`src/rtl/mbx_pkg.sv`:
```
package mbx_pkg;

    typedef enum logic [2:0] {
        SEL_NONE,
        SEL_CMD,
        SEL_DATA,
        SEL_EVT,
        SEL_DBG,
        SEL_IGEN,
        SEL_STAT
    } sel_e;

    // Command word, most significant field first.
    typedef struct packed {
        logic        inline_data;
        logic [2:0]  speed;
        logic [11:0] len;
        logic [7:0]  target;
        logic [3:0]  bus_tag;
        logic [3:0]  op;
    } cmd_word_t;

endpackage

```
`src/rtl/mbx_decode.sv`:
```
module mbx_decode
    import mbx_pkg::*;
#(
    parameter int unsigned ADDR_W   = 20,
    parameter int unsigned N_BUS    = 2,
    parameter int unsigned N_DATA   = 8,
    parameter int unsigned CMD_BASE = 32'h10500,
    parameter int unsigned EVT_BASE = 32'h10680,
    parameter int unsigned IDX_W    = 3
) (
    input  logic [ADDR_W-1:0] addr,
    output sel_e              sel,
    output logic [IDX_W-1:0]  idx
);
    localparam int unsigned WW = ADDR_W - 2;
    localparam logic [WW-1:0] CMD_LO  = WW'(CMD_BASE / 4);
    localparam logic [WW-1:0] DAT_LO  = WW'(CMD_BASE / 4 + N_BUS);
    localparam logic [WW-1:0] DAT_HI  = WW'(CMD_BASE / 4 + N_BUS + N_DATA);
    localparam logic [WW-1:0] EVT_LO  = WW'(EVT_BASE / 4 + 1);
    localparam logic [WW-1:0] EVT_HI  = WW'(EVT_BASE / 4 + 1 + N_BUS);
    localparam logic [WW-1:0] DBG_W   = EVT_HI;
    localparam logic [WW-1:0] IGEN_W  = WW'(EVT_BASE / 4 + 2 + N_BUS);
    localparam logic [WW-1:0] STAT_W  = WW'(EVT_BASE / 4 + 3 + N_BUS);

    logic [WW-1:0] word;
    assign word = addr[ADDR_W-1:2];

    always_comb begin
        sel = SEL_NONE;
        idx = '0;
        if (addr[1:0] == 2'b00) begin
            if (word >= CMD_LO && word < DAT_LO) begin
                sel = SEL_CMD;
                idx = IDX_W'(word - CMD_LO);
            end else if (word >= DAT_LO && word < DAT_HI) begin
                sel = SEL_DATA;
                idx = IDX_W'(word - DAT_LO);
            end else if (word >= EVT_LO && word < EVT_HI) begin
                sel = SEL_EVT;
                idx = IDX_W'(word - EVT_LO);
            end else if (word == DBG_W) begin
                sel = SEL_DBG;
            end else if (word == IGEN_W) begin
                sel = SEL_IGEN;
            end else if (word == STAT_W) begin
                sel = SEL_STAT;
            end
        end
    end

endmodule

```
`src/rtl/mbx_shared_reg.sv`:
```
module mbx_shared_reg #(
    parameter int unsigned W = 32
) (
    input  logic         clk,
    input  logic         rst_n,
    input  logic         host_we,
    input  logic [W-1:0] host_wdata,
    input  logic         ctl_we,
    input  logic [W-1:0] ctl_wdata,
    output logic [W-1:0] val_o
);
    logic [W-1:0] val_d, val_q;

    always_comb begin
        val_d = val_q;
        if (host_we)
            val_d = host_wdata;
        else if (ctl_we)
            val_d = ctl_wdata;
    end

    always_ff @(posedge clk or negedge rst_n) begin
        if (!rst_n) val_q <= '0;
        else        val_q <= val_d;
    end

    assign val_o = val_q;

    // a contested write resolves to the host value
    a_r6_host_wins: assert property (@(posedge clk) disable iff (!rst_n)
        (host_we && ctl_we) |=> (val_o == $past(host_wdata)));

    // an uncontested controller write lands one cycle later
    a_r5_ctl_loads: assert property (@(posedge clk) disable iff (!rst_n)
        (ctl_we && !host_we) |=> (val_o == $past(ctl_wdata)));

    a_r5_hold_idle: assert property (@(posedge clk) disable iff (!rst_n)
        (!ctl_we && !host_we) |=> $stable(val_o));

endmodule

```
`src/rtl/mbx_dual_bus.sv`:
```
module mbx_dual_bus
    import mbx_pkg::*;
#(
    parameter int unsigned ADDR_W   = 20,
    parameter int unsigned N_BUS    = 2,
    parameter int unsigned N_DATA   = 8,
    parameter int unsigned CMD_BASE = 32'h10500,
    parameter int unsigned EVT_BASE = 32'h10680,
    localparam int unsigned BUS_W   = (N_BUS > 1) ? $clog2(N_BUS) : 1
) (
    input  logic                  clk,
    input  logic                  rst_n,
    input  logic [ADDR_W-1:0]     h_addr,
    input  logic                  h_we,
    input  logic [31:0]           h_wdata,
    output logic [31:0]           h_rdata,
    input  logic [N_BUS-1:0]      ctl_evt_we_i,
    input  logic [32*N_BUS-1:0]   ctl_evt_wdata_i,
    input  logic                  ctl_irq_we_i,
    input  logic [31:0]           ctl_irq_wdata_i,
    input  logic                  ctl_dbg_we_i,
    input  logic [31:0]           ctl_dbg_wdata_i,
    output logic [32*N_BUS-1:0]   ctl_cmd_o,
    output logic [32*N_DATA-1:0]  ctl_data_o,
    output logic [63:0]           buf_addr_o,
    output logic                  cmd_stb_o,
    output logic [BUS_W-1:0]      cmd_stb_bus_o,
    output logic [3:0]            cmd_op_o,
    output logic [3:0]            cmd_tag_o,
    output logic [7:0]            cmd_target_o,
    output logic [11:0]           cmd_len_o,
    output logic [2:0]            cmd_speed_o,
    output logic                  cmd_inline_o,
    output logic                  irq_o
);
    localparam int unsigned DAT_W = (N_DATA > 1) ? $clog2(N_DATA) : 1;
    localparam int unsigned IDX_W = (DAT_W > BUS_W) ? DAT_W : BUS_W;

    typedef struct packed {
        logic [N_BUS-1:0][31:0]  cmd;
        logic [N_DATA-1:0][31:0] data;
        logic                    stb;
        logic [BUS_W-1:0]        stb_bus;
    } state_t;

    state_t st_d, st_q;

    sel_e             sel;
    logic [IDX_W-1:0] idx;

    logic [N_BUS-1:0][31:0] evt_w;
    logic [31:0]            igen_w;
    logic [31:0]            dbg_w;
    logic [N_BUS-1:0]       evt_busy;
    cmd_word_t              cur_cmd;

    mbx_decode #(
        .ADDR_W(ADDR_W), .N_BUS(N_BUS), .N_DATA(N_DATA),
        .CMD_BASE(CMD_BASE), .EVT_BASE(EVT_BASE), .IDX_W(IDX_W)
    ) u_dec (
        .addr (h_addr),
        .sel  (sel),
        .idx  (idx)
    );

    // One event slot per bus, host write has priority.
    for (genvar b = 0; b < N_BUS; b++) begin : g_evt
        mbx_shared_reg #(.W(32)) u_evt (
            .clk        (clk),
            .rst_n      (rst_n),
            .host_we    (h_we && sel == SEL_EVT && BUS_W'(idx) == BUS_W'(b)),
            .host_wdata (h_wdata),
            .ctl_we     (ctl_evt_we_i[b]),
            .ctl_wdata  (ctl_evt_wdata_i[32*b +: 32]),
            .val_o      (evt_w[b])
        );
        assign evt_busy[b] = |evt_w[b];
    end

    mbx_shared_reg #(.W(32)) u_igen (
        .clk        (clk),
        .rst_n      (rst_n),
        .host_we    (h_we && sel == SEL_IGEN),
        .host_wdata (h_wdata),
        .ctl_we     (ctl_irq_we_i),
        .ctl_wdata  (ctl_irq_wdata_i),
        .val_o      (igen_w)
    );

    // Debug word: controller only.
    mbx_shared_reg #(.W(32)) u_dbg (
        .clk        (clk),
        .rst_n      (rst_n),
        .host_we    (1'b0),
        .host_wdata (32'h0),
        .ctl_we     (ctl_dbg_we_i),
        .ctl_wdata  (ctl_dbg_wdata_i),
        .val_o      (dbg_w)
    );

    always_comb begin
        st_d     = st_q;
        st_d.stb = 1'b0;
        if (h_we) begin
            case (sel)
                SEL_CMD: begin
                    st_d.cmd[BUS_W'(idx)] = h_wdata;
                    st_d.stb              = 1'b1;
                    st_d.stb_bus          = BUS_W'(idx);
                end
                SEL_DATA: st_d.data[DAT_W'(idx)] = h_wdata;
                default: ;
            endcase
        end
    end

    always_ff @(posedge clk or negedge rst_n) begin
        if (!rst_n) st_q <= '0;
        else        st_q <= st_d;
    end

    always_comb begin
        h_rdata = 32'h0;
        case (sel)
            SEL_CMD:  h_rdata = st_q.cmd[BUS_W'(idx)];
            SEL_DATA: h_rdata = st_q.data[DAT_W'(idx)];
            SEL_EVT:  h_rdata = evt_w[BUS_W'(idx)];
            SEL_DBG:  h_rdata = dbg_w;
            SEL_IGEN: h_rdata = igen_w;
            SEL_STAT: begin
                h_rdata[N_BUS-1:0] = evt_busy;
                h_rdata[N_BUS]     = |igen_w;
            end
            default:  h_rdata = 32'h0;
        endcase
    end

    assign cur_cmd       = cmd_word_t'(st_q.cmd[st_q.stb_bus]);
    assign ctl_cmd_o     = st_q.cmd;
    assign ctl_data_o    = st_q.data;
    assign buf_addr_o    = {st_q.data[1], st_q.data[0]};
    assign cmd_stb_o     = st_q.stb;
    assign cmd_stb_bus_o = st_q.stb_bus;
    assign cmd_op_o      = cur_cmd.op;
    assign cmd_tag_o     = cur_cmd.bus_tag;
    assign cmd_target_o  = cur_cmd.target;
    assign cmd_len_o     = cur_cmd.len;
    assign cmd_speed_o   = cur_cmd.speed;
    assign cmd_inline_o  = cur_cmd.inline_data;
    assign irq_o         = |igen_w;

    // a strobe only follows a host command write
    a_r3_stb_after_cmd: assert property (@(posedge clk) disable iff (!rst_n)
        cmd_stb_o |-> $past(h_we && sel == SEL_CMD));

    // a host command write always yields a strobe for that bus
    a_r3_stb_tagged: assert property (@(posedge clk) disable iff (!rst_n)
        (h_we && sel == SEL_CMD) |=> (cmd_stb_o && cmd_stb_bus_o == $past(BUS_W'(idx))));

    // command registers hold without host writes
    a_r2_cmd_hold: assert property (@(posedge clk) disable iff (!rst_n)
        !h_we |=> $stable(ctl_cmd_o));

    // host zero to the interrupt-raise register drops the line
    a_r7_irq_clear: assert property (@(posedge clk) disable iff (!rst_n)
        (h_we && sel == SEL_IGEN && h_wdata == 32'h0) |=> !irq_o);

    // unmapped decode reads zero
    a_r10_unmapped_zero: assert property (@(posedge clk) disable iff (!rst_n)
        (sel == SEL_NONE) |-> (h_rdata == 32'h0));

endmodule

```
`config.mk`:
```
export PLATFORM = sky130hd
export DESIGN_NAME = mbx_dual_bus
export DESIGN_NICKNAME = d
export VERILOG_FILES = /design/src/rtl/mbx_pkg.sv /design/src/rtl/mbx_decode.sv /design/src/rtl/mbx_shared_reg.sv /design/src/rtl/mbx_dual_bus.sv
export SDC_FILE = /design/constraint.sdc
export NUM_CORES = 1
export LEC_CHECK = 0
export BUFFER_PORTS_ARGS = -buffer_cell sky130_fd_sc_hd__buf_2
export CORE_UTILIZATION = 35
export DETAILED_ROUTE_END_ITERATION = 10
export MAX_ROUTING_LAYER = met4
export PLACE_DENSITY = 0.62
export REMOVE_ABC_BUFFERS = 1
export SETUP_SLACK_MARGIN = 0.02
export SYNTH_ARGS = -nofsm -noshare
export SYNTH_HDL_FRONTEND = slang
export SYNTH_HIERARCHICAL = 1
export SYNTH_SLANG_ARGS = --single-unit
```
`constraint.sdc`:
```
create_clock -name clk -period 9.3 [get_ports clk]
set_clock_uncertainty 0.1 [all_clocks]
set_input_delay 0.93 -clock clk [delete_from_list [all_inputs] [get_ports clk]]
set_output_delay 0.93 -clock clk [all_outputs]
set_load 0.01 [all_outputs]
```
==> results of run 1 <==
placed cells by master, fill, tap and decap left out, drive strengths merged, types with 4 or more instances in the layout:
cell type	count
a21oi	14
a221o	14
a221oi	31
and2	5
buf	675
clkbuf	77
clkinv	4
conb	33
dfrtp	450
diode	5
ha	5
inv	12
mux2	360
mux2i	193
mux4	58
nand2	163
nand2b	6
nand3	8
nand4	7
nor2	12
nor2b	8
nor3	11
nor4	29
o21a	5
o21ai	134
o221ai	26
o22a	7
o22ai	7
per-layer routing:
layer | global-route usage (%) | wire [um] | share of wire (%)
met1 | 38.4 | 40800 | 41
met2 | 46.3 | 47000 | 48
met3 | 4.84 | 7170 | 7.3
met4 | 9.79 | 3350 | 3.4
met5 | - | 0 | 0
worst max-delay path, stage by stage:
cell and delay, ps:
buf_2 170, inv_1 120, ha_1 230, nor2b_1 150, nor4b_2 440, nand3_1 230, a21oi_4 920, buf_4 650
and2_1 560, a22oi_1 180, o32ai_1 470, a211o_1 160, buf_2 160
cells by family after synthesis:
kind of cell    share of synthesized area [%]
compound gates                           7.49
buf+inv                                  6.62
xor+xnor                               0.0376
fa+ha+maj                               0.269
mux                                      31.3
simple gates                             5.85
other cells                            0.0161
flops                                    48.4
power groups by stage:
stage	Combinational (mW)	Clock (mW)	Sequential, mW
final	0.258	2.00	2.07
after global placement	0.249	0	2.10
after floorplan	0.0968	0	2.08
after global routing	0.282	2.12	2.08
after CTS	0.255	2.05	2.07
after detailed placement	0.255	0	2.11
registers in the layout, indices dropped and copies added, names as in the netlist:
signal,count
ctl_cmd_o,64
cmd_stb_bus_o,1
cmd_stb_o,1
u_dbg/val_o,32
u_igen/val_o,32
buf_addr_o,64
ctl_data_o,192
g_evt.u_evt/val_o,64
worst max-delay path by stage:
stage               startpoint                        to  slack [ps]  depth (start not counted)
finish               h_addr[3]               h_rdata[27]        2890                         13
global route         h_addr[3]               h_rdata[27]        2560                         13
CTS                  h_addr[3]               h_rdata[27]        2830                         13
detailed placement   h_addr[3]               h_rdata[27]        2840                         13
global placement    h_addr[17]               h_rdata[27]        2940                         11
floorplan            h_addr[2]  g_evt[1].u_evt/val_o[29]       -3750                          9
final cells by class:
class | count | area, um^2
Fill cell | 6242 | 37500
Sequential cell | 450 | 11300
Multi-Input combinational cell | 1174 | 10700
Timing Repair Buffer | 675 | 3510
Clock buffer | 77 | 1500
Tap cell | 864 | 1080
Clock inverter | 12 | 133
Inverter | 9 | 33.8
Antenna cell | 5 | 12.5
stage by stage:
stage | hold slack, ps | instances | setup WS, ps | setup TNS (ps)
2_1_floorplan | 419 | 1633 | -3750 | -251310
3_3_place_gp | 396 | 3172 | 2940 | 0
3_5_place_dp | 403 | 3172 | 2840 | 0
4_1_cts | 356 | 3261 | 2830 | 0
5_1_grt | 382 | 3265 | 2560 | 0
6_report | 334 | 3266 | 2890 | 0
==> qor.csv, run 1 <==
stage;metric;value;unit
status;status;complete, no violations;
final_layout;area grow syn2layout;21.3;%
timing;RSZ-0062 raised after global routing;no;
final_layout;share of layout cells above drive strength 1;48.6;%
setup_path;maximum fanout along the worst path;35;
power_and_ir_drop;switching share of power;24.5;%
placed_design;RePlAce Congestion;0.917;
setup_path;flop-to-flop setup slack;8060;ps
logic_synthesis;flops & latches, synth;450;
clocking;CTS clk-pin slew, worst paths;50;ps
final_layout;Layout Nets;2554;
clocking;CTS Buffer Depth;3;
logic_synthesis;yosys warns;6;
route;WL final;98300;um
global_routing;GR Util All Layers;29.4;%
clocking;TritonCTS buffer count;52;
timing;Setup violations, final;0;
floorplan;chip height;260;um
placed_design;port bufs;637;
floorplan;I/O pin cnt;638;
logic_synthesis;Async S/R FF share, synth;100;%
route;DRT iter0 DRCs;1698;
route;routed len/inst;30.1;um
power_and_ir_drop;Internal;3.27;mW
global_routing;gr ovfl total;0;
power_and_ir_drop;leakage;14.5;nW
clocking;clk_lat worst skew;590;ps
logic_synthesis;top-area cell type share of the netlist area;48.4;%
logic_synthesis;Seq/Total Area, Yosys;48.4;%
flow_run;max cap viols;0;
setup_path;Critical Path Sink Type;output port;
timing;crit path time final;6410;ps
timing;slew margin rel.;24.2;%
logic_synthesis;syn_area_per_cell;12.7;um^2
global_routing;vias in the first global route;18300;
timing;Worst-Margin Slew;1130;ps
logic_synthesis;most numerous cell in the Yosys netlist;dfrtp_1;
logic_synthesis;synthesized area;23300;um^2
setup_path;reg2reg start;cmd_stb_bus_o;
setup_path;Critical Path Start Type;primary input;
logic_synthesis;Synth cell types;66;
final_layout;Util after Layout;42.9;%
floorplan;# rows;94;
logic_synthesis;Synth Instances;1827;
setup_path;Critical Path RT;8270;ps
route;via count;18600;
clocking;Post-CTS Setup Bufs;0;
setup_path;Worst EP arrival;5380;ps
logic_synthesis;Post-synth EDFFs;0;
power_and_ir_drop;Combinational Power Share;5.9;%
timing;Highest Clock Rate;156;MHz
clocking;hold buffers post-CTS;0;
timing;Final Cycle Share;68.9;%
route;First-pass DRT Iterations;5;
route;antenna viol nets, final;0;
floorplan;Initial Utilization;35.4;%
power_and_ir_drop;NetSw;1.06;mW
logic_synthesis;most instantiated cells after synthesis;450 x dfrtp_1, 314 x mux2_2, 193 x mux2i_1;
clocking;htree depth;2;
setup_path;Crit Path Class;in -> out;
setup_path;RR Endpoint;cmd_stb_bus_o;
global_routing;initial antenna violation count;5;
floorplan;Die X;260;um
placed_design;Final HPWL DP;68100;um
floorplan;die area;67500;um^2
placed_design;DP Area;26600;um^2
logic_synthesis;Yosys top cell by area;dfrtp_1;
timing;Max Slew Vio Count;0;
global_routing;global-route wire length before repair;138000;um
worst_hold_path;worst hold path class;in -> async;
power_and_ir_drop;Power Total;4.33;mW
clocking;CTS tree;done;
setup_path;FF-to-FF path depth;2;
timing;Final Hold Violating Endpoints;0;
logic_synthesis;Top FF cell, synth;dfrtp_1;
clocking;CTS Sinks;450;
power_and_ir_drop;cell area power density;153;nW/um^2
power_and_ir_drop;worst vdd ir;0.123;mV
power_and_ir_drop;clock network power share;46.2;%
final_layout;post-route cell area;28200;um^2
power_and_ir_drop;sequential share of power;47.8;%
logic_synthesis;largest cells by area after synthesis;dfrtp_1 48%, mux2_2 15%, mux2i_1 8.3%;
floorplan;Core Footprint;65700;um^2
global_routing;largest net degree at the start of global routing;179;
clocking;CTS root buffer;clkbuf_16;
clocking;CTS resizes;0;
route;# DRC;0;
route;Vias/cell;5.69;
No activity file was read; power rests on OpenSTA's default activity.
==> run 2: changes to the inputs <==
Settings changed: ABC_AREA from default to 1, PLACE_DENSITY 0.62 to 0.64.
Clock period 9.3 ns to 5.25 ns, I/O delays scaled along.
==> run 2 against run 1 <==
  * Synthesized cell count increased by 83%
  * Sequential share of layout area decreased by 1.3 points
  * Worst hold slack got worse by 280 ps
  * Clock-buffer cell count decreased by 2
  * Non-clock buffer count increased by 4
  * Design area increased by 3.3%
  * Global-route usage increased by 1.1 points
  * Critical endpoint is now h_rdata[0]
==> qor.csv, run 2 <==
stage;metric;value;unit;change
route;via count;24300;;+31%
global_routing;global-route wire length before repair;152000;um;+11%
timing;Setup violations, final;0;;unchanged
logic_synthesis;largest cells by area after synthesis;dfrtp_1 47%, nand2_1 25%, o21ai_1 6.5%;;
floorplan;# rows;95;;+1.1%
power_and_ir_drop;leakage;16.0;nW;+10%
setup_path;crit-path max cell delay;610;ps;-310 ps
power_and_ir_drop;Combinational Power Share;6.9;%;+1.0 points
worst_hold_path;worst hold path class;in -> reg;;
placed_design;port bufs;637;;unchanged
floorplan;die area;69400;um^2;+2.8%
final_layout;most frequent cells in the layout;1,598 x nand2_1, 636 x buf_2, 449 x dfrtp_1;;
placed_design;DP Worst Slack;981;ps;-1860 ps
logic_synthesis;synthesized area;23900;um^2;+2.8%
power_and_ir_drop;switching share of power;26.2;%;+1.7 points
status;status;complete, no violations;;
clocking;TritonCTS buffer count;54;;+3.8%
logic_synthesis;Post-synth EDFFs;0;;unchanged
route;WL final;105000;um;+6.9%
timing;Max Slew Vio Count;0;;unchanged
timing;Final Cycle Share;78.0;%;
setup_path;Critical Path, Cell by Cell;buf_2 > inv_1 > ha_1 > inv_1 > o21ai_0 > nor2_2 > nand3_4 > inv_2 > nor3_1 > buf_4 > nand3_2 > o22ai_1 > nor2_1 > nand3_1 > buf_2;;
global_routing;GR Util All Layers;30.5;%;+1.1 points
logic_synthesis;flops & latches, synth;450;;unchanged
setup_path;Critical Path Sink Type;output port;;
clocking;CTS Sinks;450;;unchanged
floorplan;I/O pin cnt;638;;unchanged
clocking;hold buffers post-CTS;1;;+1
route;antenna viol nets, final;0;;unchanged
timing;final setup margin;1160;ps;-1730 ps
floorplan;Die X;264;um;+1.4%
logic_synthesis;syn_area_per_cell;7.16;um^2;-44%
route;DRT iter0 DRCs;2320;;+37%
setup_path;flop-to-flop setup slack;3630;ps;-4430 ps
power_and_ir_drop;Internal;5.78;mW;+77%
clocking;CTS tree;done;;
logic_synthesis;Seq/Total Area, Yosys;47.0;%;-1.3 points
setup_path;Crit-path slowest cell;o22ai_1;;
worst_hold_path;Hold Path Cell Cnt;3;;
timing;Worst-Margin Slew;1070;ps;-59.4 ps
final_layout;number of flip-flops under the largest register name;192;;unchanged
setup_path;CP top delay family;simple AND/OR/NAND/NOR gates;;
timing;Final Hold Violating Endpoints;0;;unchanged
logic_synthesis;Async S/R FF share, synth;100;%;unchanged
power_and_ir_drop;Power Total;7.83;mW;+81%
setup_path;FF-to-FF path depth;2;;unchanged
logic_synthesis;yosys warns;6;;unchanged
floorplan;Core Footprint;67400;um^2;+2.5%
final_layout;area of the multi-input gates;10700;um^2;about the same
route;First-pass DRT Iterations;6;;+1
clocking;CTS clk-pin slew, worst paths;60;ps;about the same
logic_synthesis;Synth Instances;3342;;+83%
setup_path;reg2reg start;cmd_stb_bus_o;;
logic_synthesis;Top FF cell, synth;dfrtp_1;;
placed_design;Final HPWL DP;70900;um;+4.1%
clocking;CTS root buffer;clkbuf_16;;
final_layout;area grow syn2layout;21.8;%;
floorplan;Initial Utilization;35.5;%;+0.11 points
setup_path;Crit Path Class;in -> out;;
final_layout;Reg area;11300;um^2;unchanged
worst_hold_path;hold path endpoint;g_evt[1].u_evt/val_o[27];;
final_layout;Layout Nets;4034;;+58%
setup_path;maximum fanout along the worst path;19;;-46%
route;# DRC;0;;unchanged
power_and_ir_drop;worst vdd ir;0.238;mV;+93%
final_layout;# fillers;7095;;+14%
timing;slew margin rel.;28.3;%;+4.1 points
final_layout;post-route cell area;29200;um^2;+3.3%
placed_design;DP Area;27300;um^2;+2.7%
logic_synthesis;most instantiated cells after synthesis;1,600 x nand2_1, 450 x dfrtp_1, 313 x o21ai_1;;
setup_path;RR Endpoint;cmd_stb_bus_o;;
setup_path;Critical Path Start Type;primary input;;
worst_hold_path;launch point of the worst hold path;ctl_evt_wdata_i[59];;
global_routing;gr ovfl total;0;;unchanged
flow_run;max cap viols;0;;unchanged
setup_path;CP Buf/Inv Count;6;;+2
global_routing;initial antenna violation count;52;;+47
clocking;clk_lat worst skew;590;ps;about the same
final_layout;share of layout cells above drive strength 1;21.4;%;-27 points
timing;Highest Clock Rate;244;MHz;
route;Vias/cell;5.06;;-11%
placed_design;RePlAce Congestion;0.858;;-6.4%
clocking;Post-CTS Setup Bufs;0;;unchanged
timing;crit path time final;4090;ps;
setup_path;Worst EP arrival;3470;ps;-1910 ps
clocking;CTS Buffer Depth;3;;unchanged
global_routing;vias in the first global route;22500;;+23%
setup_path;Critical Path RT;4620;ps;-3650 ps
logic_synthesis;most numerous cell in the Yosys netlist;nand2_1;;
logic_synthesis;Yosys top cell by area;dfrtp_1;;
final_layout;most common cell after layout, fill and taps aside;nand2_1;;
setup_path;crit path launch;h_addr[2];;
clocking;htree depth;2;;unchanged
power_and_ir_drop;clock network power share;46.7;%;+0.5 points
timing;RSZ-0062 raised after global routing;no;;
power_and_ir_drop;NetSw;2.05;mW;+93%
power_and_ir_drop;cell area power density;269;nW/um^2;+75%
floorplan;chip height;264;um;+1.4%
clocking;CTS resizes;0;;unchanged
power_and_ir_drop;sequential share of power;46.4;%;-1.4 points
route;routed len/inst;21.9;um;-27%
global_routing;largest net degree at the start of global routing;125;;-30%
logic_synthesis;top-area cell type share of the netlist area;47.0;%;-1.3 points
logic_synthesis;Synth cell types;36;;-45%
==> run 2: stage by stage <==
step / hold WS, ps / instances / setup TNS (ps) / util, %
2_1_floorplan: 129 / 3107 / -3791400 / -
3_3_place_gp: 364 / 4658 / 0 / 40.5
3_5_place_dp: 369 / 4658 / 0 / 40.5
4_1_cts: 21.0 / 4758 / 0 / 43.1
5_1_grt: 42.4 / 4807 / 0 / 43.3
6_report: 56.1 / 4810 / 0 / 43.3
==> run 2: how the worst max path moves through the flow <==
stage	endpoint	slack (ps)	cells after the start
5_1_grt	h_rdata[0]	870	16
2_1_floorplan	g_evt[1].u_evt/val_o[0]	-12060	12
3_5_place_dp	g_evt[1].u_evt/val_o[8]	980	17
4_1_cts	h_rdata[0]	1140	15
6_report	h_rdata[0]	1160	15
3_3_place_gp	g_evt[1].u_evt/val_o[7]	1060	17
==> run 2: cell families (layout without fill, tap and decap cells) <==
| kind of cell | Yosys count | in the layout | share of synthesized area [%] |
|---|---|---|---|
| fa+ha+maj | 5 | 5 | 0.261 |
| other cells | 1 | 85 | 0.0157 |
| buf+inv | 436 | 947 | 9.25 |
| compound gates | 406 | 406 | 8.67 |
| flops | 450 | 450 | 47.0 |
| simple gates | 2044 | 2044 | 34.8 |
==> run 2: routing by layer <==
| layer | global-route usage (%) | share of wire (%) | vias to the layer above |
|---|---|---|---|
| met3 | 7.04 | 8.7 | 146 |
| met2 | 47.3 | 47 | 1103 |
| met4 | 9.53 | 2.6 | 0 |
| met1 | 39.3 | 42 | 11500 |
| li1 | - | - | 11600 |
| met5 | - | 0 | - |
==> run 2: power groups by stage <==
stage,Combinational (mW),Clock (mW),Sequential [mW]
2_1_floorplan,0.235,0,3.67
3_3_place_gp,0.530,0,3.69
3_5_place_dp,0.538,0,3.70
4_1_cts,0.540,3.71,3.63
5_1_grt,0.605,3.84,3.64
6_report,0.542,3.66,3.63
==> run 2: worst register-to-register path, delay by kind of cell, from the launching register on <==
kind                   cells  cell delay [ps]
flip-flops                 1              400
AO/OA/AOI/OAI              1              210
buffers and inverters      1              740
==> run 2: layout make-up <==
cell class              instances  share of cell area, %
flip-flops and latches        450                   38.6
repair buffers                679                   12.3
multi-input cells            2488                   36.7
inverters                     169                   2.25
diodes                         52                  0.446
clock buffers                  75                   5.32
clock inverters                24                  0.549
well taps                     873                   3.75
==> run 3: changes to the inputs <==
Settings changed: PLACE_DENSITY 0.64 to 0.62.
Clock period 5.25 ns to 3.9 ns, I/O delays scaled along.
==> run 3 against run 2 <==
  * Design area is 8.0% higher
  * Worst hold slack got worse by 26 ps
  * Via count up 4.1%
  * Largest cell class unchanged
  * First-iteration DRC count is 8.1% higher
  * Combinational power increased by 75%
  * Largest power group unchanged
  * Register-to-register slack worse by 1400 ps
==> qor.csv, run 3 (synthesis gave the netlist of run 2 again) <==
stage;metric;value;unit;change
timing;slew margin rel.;29.8;%;+1.4 points
placed_design;Final HPWL DP;71900;um;+1.4%
final_layout;Layout Cells excl Fill;4987;;+3.7%
timing;Max Slew Vio Count;0;;unchanged
route;# DRC;0;;unchanged
setup_path;Critical Path RT;3410;ps;-1210 ps
setup_path;Crit-path slowest cell;inv_2;;
clocking;htree depth;2;;unchanged
floorplan;die area;69400;um^2;unchanged
global_routing;GR Util All Layers;30.7;%;+0.28 points
placed_design;port bufs;637;;unchanged
setup_path;crit path launch;h_addr[2];;
setup_path;flop-to-flop setup slack;2260;ps;-1370 ps
timing;Setup violations, final;0;;unchanged
timing;TNS Setup;0;ps;unchanged
route;antenna viol nets, final;0;;unchanged
setup_path;crit-path max cell delay;750;ps;+140 ps
timing;crit path time final;3640;ps;
flow_run;max cap viols;0;;unchanged
placed_design;RePlAce Congestion;0.891;;+3.8%
clocking;TritonCTS buffer count;53;;-1.9%
global_routing;largest net degree at the start of global routing;79;;-37%
final_layout;area grow syn2layout;31.5;%;
status;status;complete, no violations;;
clocking;CTS resizes;0;;unchanged
placed_design;Cells after DPL;4674;;+0.34%
setup_path;reg2reg start;cmd_stb_bus_o;;
floorplan;chip height;264;um;unchanged
clocking;CTS Buffer Depth;3;;unchanged
timing;final setup margin;264;ps;-892 ps
floorplan;I/O pin cnt;638;;unchanged
final_layout;most frequent cells in the layout;1,598 x nand2_1, 636 x buf_2, 449 x dfrtp_1;;
floorplan;# rows;95;;unchanged
setup_path;cell mode on critical path;inv_1;;
power_and_ir_drop;worst vdd ir;0.308;mV;+30%
clocking;CTS Sinks;450;;unchanged
power_and_ir_drop;cell area power density;358;nW/um^2;+33%
setup_path;maximum fanout along the worst path;32;;+13
floorplan;Initial Utilization;35.5;%;unchanged
setup_path;Levels on crit path;16;;+1
global_routing;initial antenna violation count;18;;-65%
route;routed len/inst;21.2;um;-2.8%
setup_path;Critical Path Sink Type;output port;;
setup_path;Critical Path Start Type;primary input;;
route;Vias/cell;5.08;;+0.38%
route;First-pass DRT Iterations;5;;-1
clocking;CTS clk-pin slew, worst paths;60;ps;about the same
final_layout;Layout Nets;4247;;+5.3%
worst_hold_path;worst hold path class;in -> reg;;
setup_path;CP Buf/Inv Count;7;;+1
timing;Worst-Margin Slew;1050;ps;-21.5 ps
global_routing;global-route wire length before repair;156000;um;+2.4%
timing;Final Hold Violating Endpoints;0;;unchanged
setup_path;Worst EP arrival;3150;ps;-320 ps
final_layout;number of flip-flops under the largest register name;192;;unchanged
setup_path;Crit Path Class;in -> out;;
floorplan;Die X;264;um;unchanged
route;WL final;106000;um;+0.81%
setup_path;RR Endpoint;cmd_stb_bus_o;;
global_routing;gr ovfl total;0;;unchanged
global_routing;vias in the first global route;23700;;+5.7%
route;DRT iter0 DRCs;2507;;+8.1%
power_and_ir_drop;leakage;17.1;nW;+6.7%
setup_path;CP top delay family;buffers and inverters;;
clocking;CTS tree;done;;
clocking;CTS root buffer;clkbuf_16;;
setup_path;crit path capture;h_rdata[0];;
final_layout;share of layout cells above drive strength 1;20.6;%;-0.81 points
timing;Final Cycle Share;93.2;%;
placed_design;DP Worst Slack;309;ps;-673 ps
final_layout;most common cell after layout, fill and taps aside;nand2_1;;
setup_path;FF-to-FF path depth;2;;unchanged
timing;RSZ-0062 raised after global routing;no;;
setup_path;Critical Path, Cell by Cell;buf_2 > inv_1 > ha_1 > inv_1 > o21ai_0 > nor2_2 > nand3_4 > nand2_1 > o21ai_1 > inv_1 > inv_2 > nand3_2 > inv_2 > o21ai_1 > nand3_1 > buf_2;;
timing;Highest Clock Rate;275;MHz;
route;via count;25300;;+4.1%
floorplan;Core Footprint;67400;um^2;unchanged
clocking;clk_lat worst skew;600;ps;about the same
-- run 3: where the power goes --
group	internal [mW]	total (mW)	switching (mW)
Combinational	0.380	0.948	0.568
Clock	3.29	5.44	2.15
Sequential	4.79	4.89	0.104
Total	8.46	11.3	2.82
-- run 3: worst min-delay path by stage --
stage,startpoint,cells after the start,end,slack (ps)
2_1_floorplan,rst_n,0,buf_addr_o[0],-6
6_report,ctl_evt_wdata_i[58],3,g_evt[1].u_evt/val_o[26],30
4_1_cts,h_wdata[14],3,g_evt[1].u_evt/val_o[14],0.9
3_3_place_gp,rst_n,1,ctl_data_o[88],330
5_1_grt,h_wdata[30],3,g_evt[0].u_evt/val_o[30],30
3_5_place_dp,rst_n,1,buf_addr_o[21],330
-- run 3: area by class of cell --
cell class                 instances  area (um^2)
antenna                           18         45.0
clock buffer                      72         1500
clock inverter                    24          367
fill                            6880        35900
inverter                         169          656
multi-input combinational       2488        10700
sequential                       450        11300
tap                              873         1090
timing repair buffer             893         5840
-- run 3: timing repair --
action	4_1_cts	5_1_grt
buffers inserted	0	0
hold buffers	199	0
endpoints found under the hold margin	195	0
-- run 3: worst min-delay path, cell delays in order --
cell	delay (ps)
buf_2	130
nand3_1	90
nand3_1	80
-- run 3: metrics by stage --
stage	power (mW)	cell area, um^2	hold slack, ps	utilization [%]
after floorplan	5.25	22500	-5.59	-
after global placement	5.69	27600	330	40.9
after detailed placement	5.70	27600	329	40.9
after CTS	11.3	31400	0.935	46.6
after global routing	11.6	31500	25.7	46.7
final	11.3	31500	30.4	46.7
-- run 3: routing by layer --
layer	wire (um)	GRT usage [%]	part of all wire (%)
met3	7240	4.34	6.8
met5	0	-	0
met2	49200	48.2	46
met4	2950	9.36	2.8
met1	46600	41.1	44
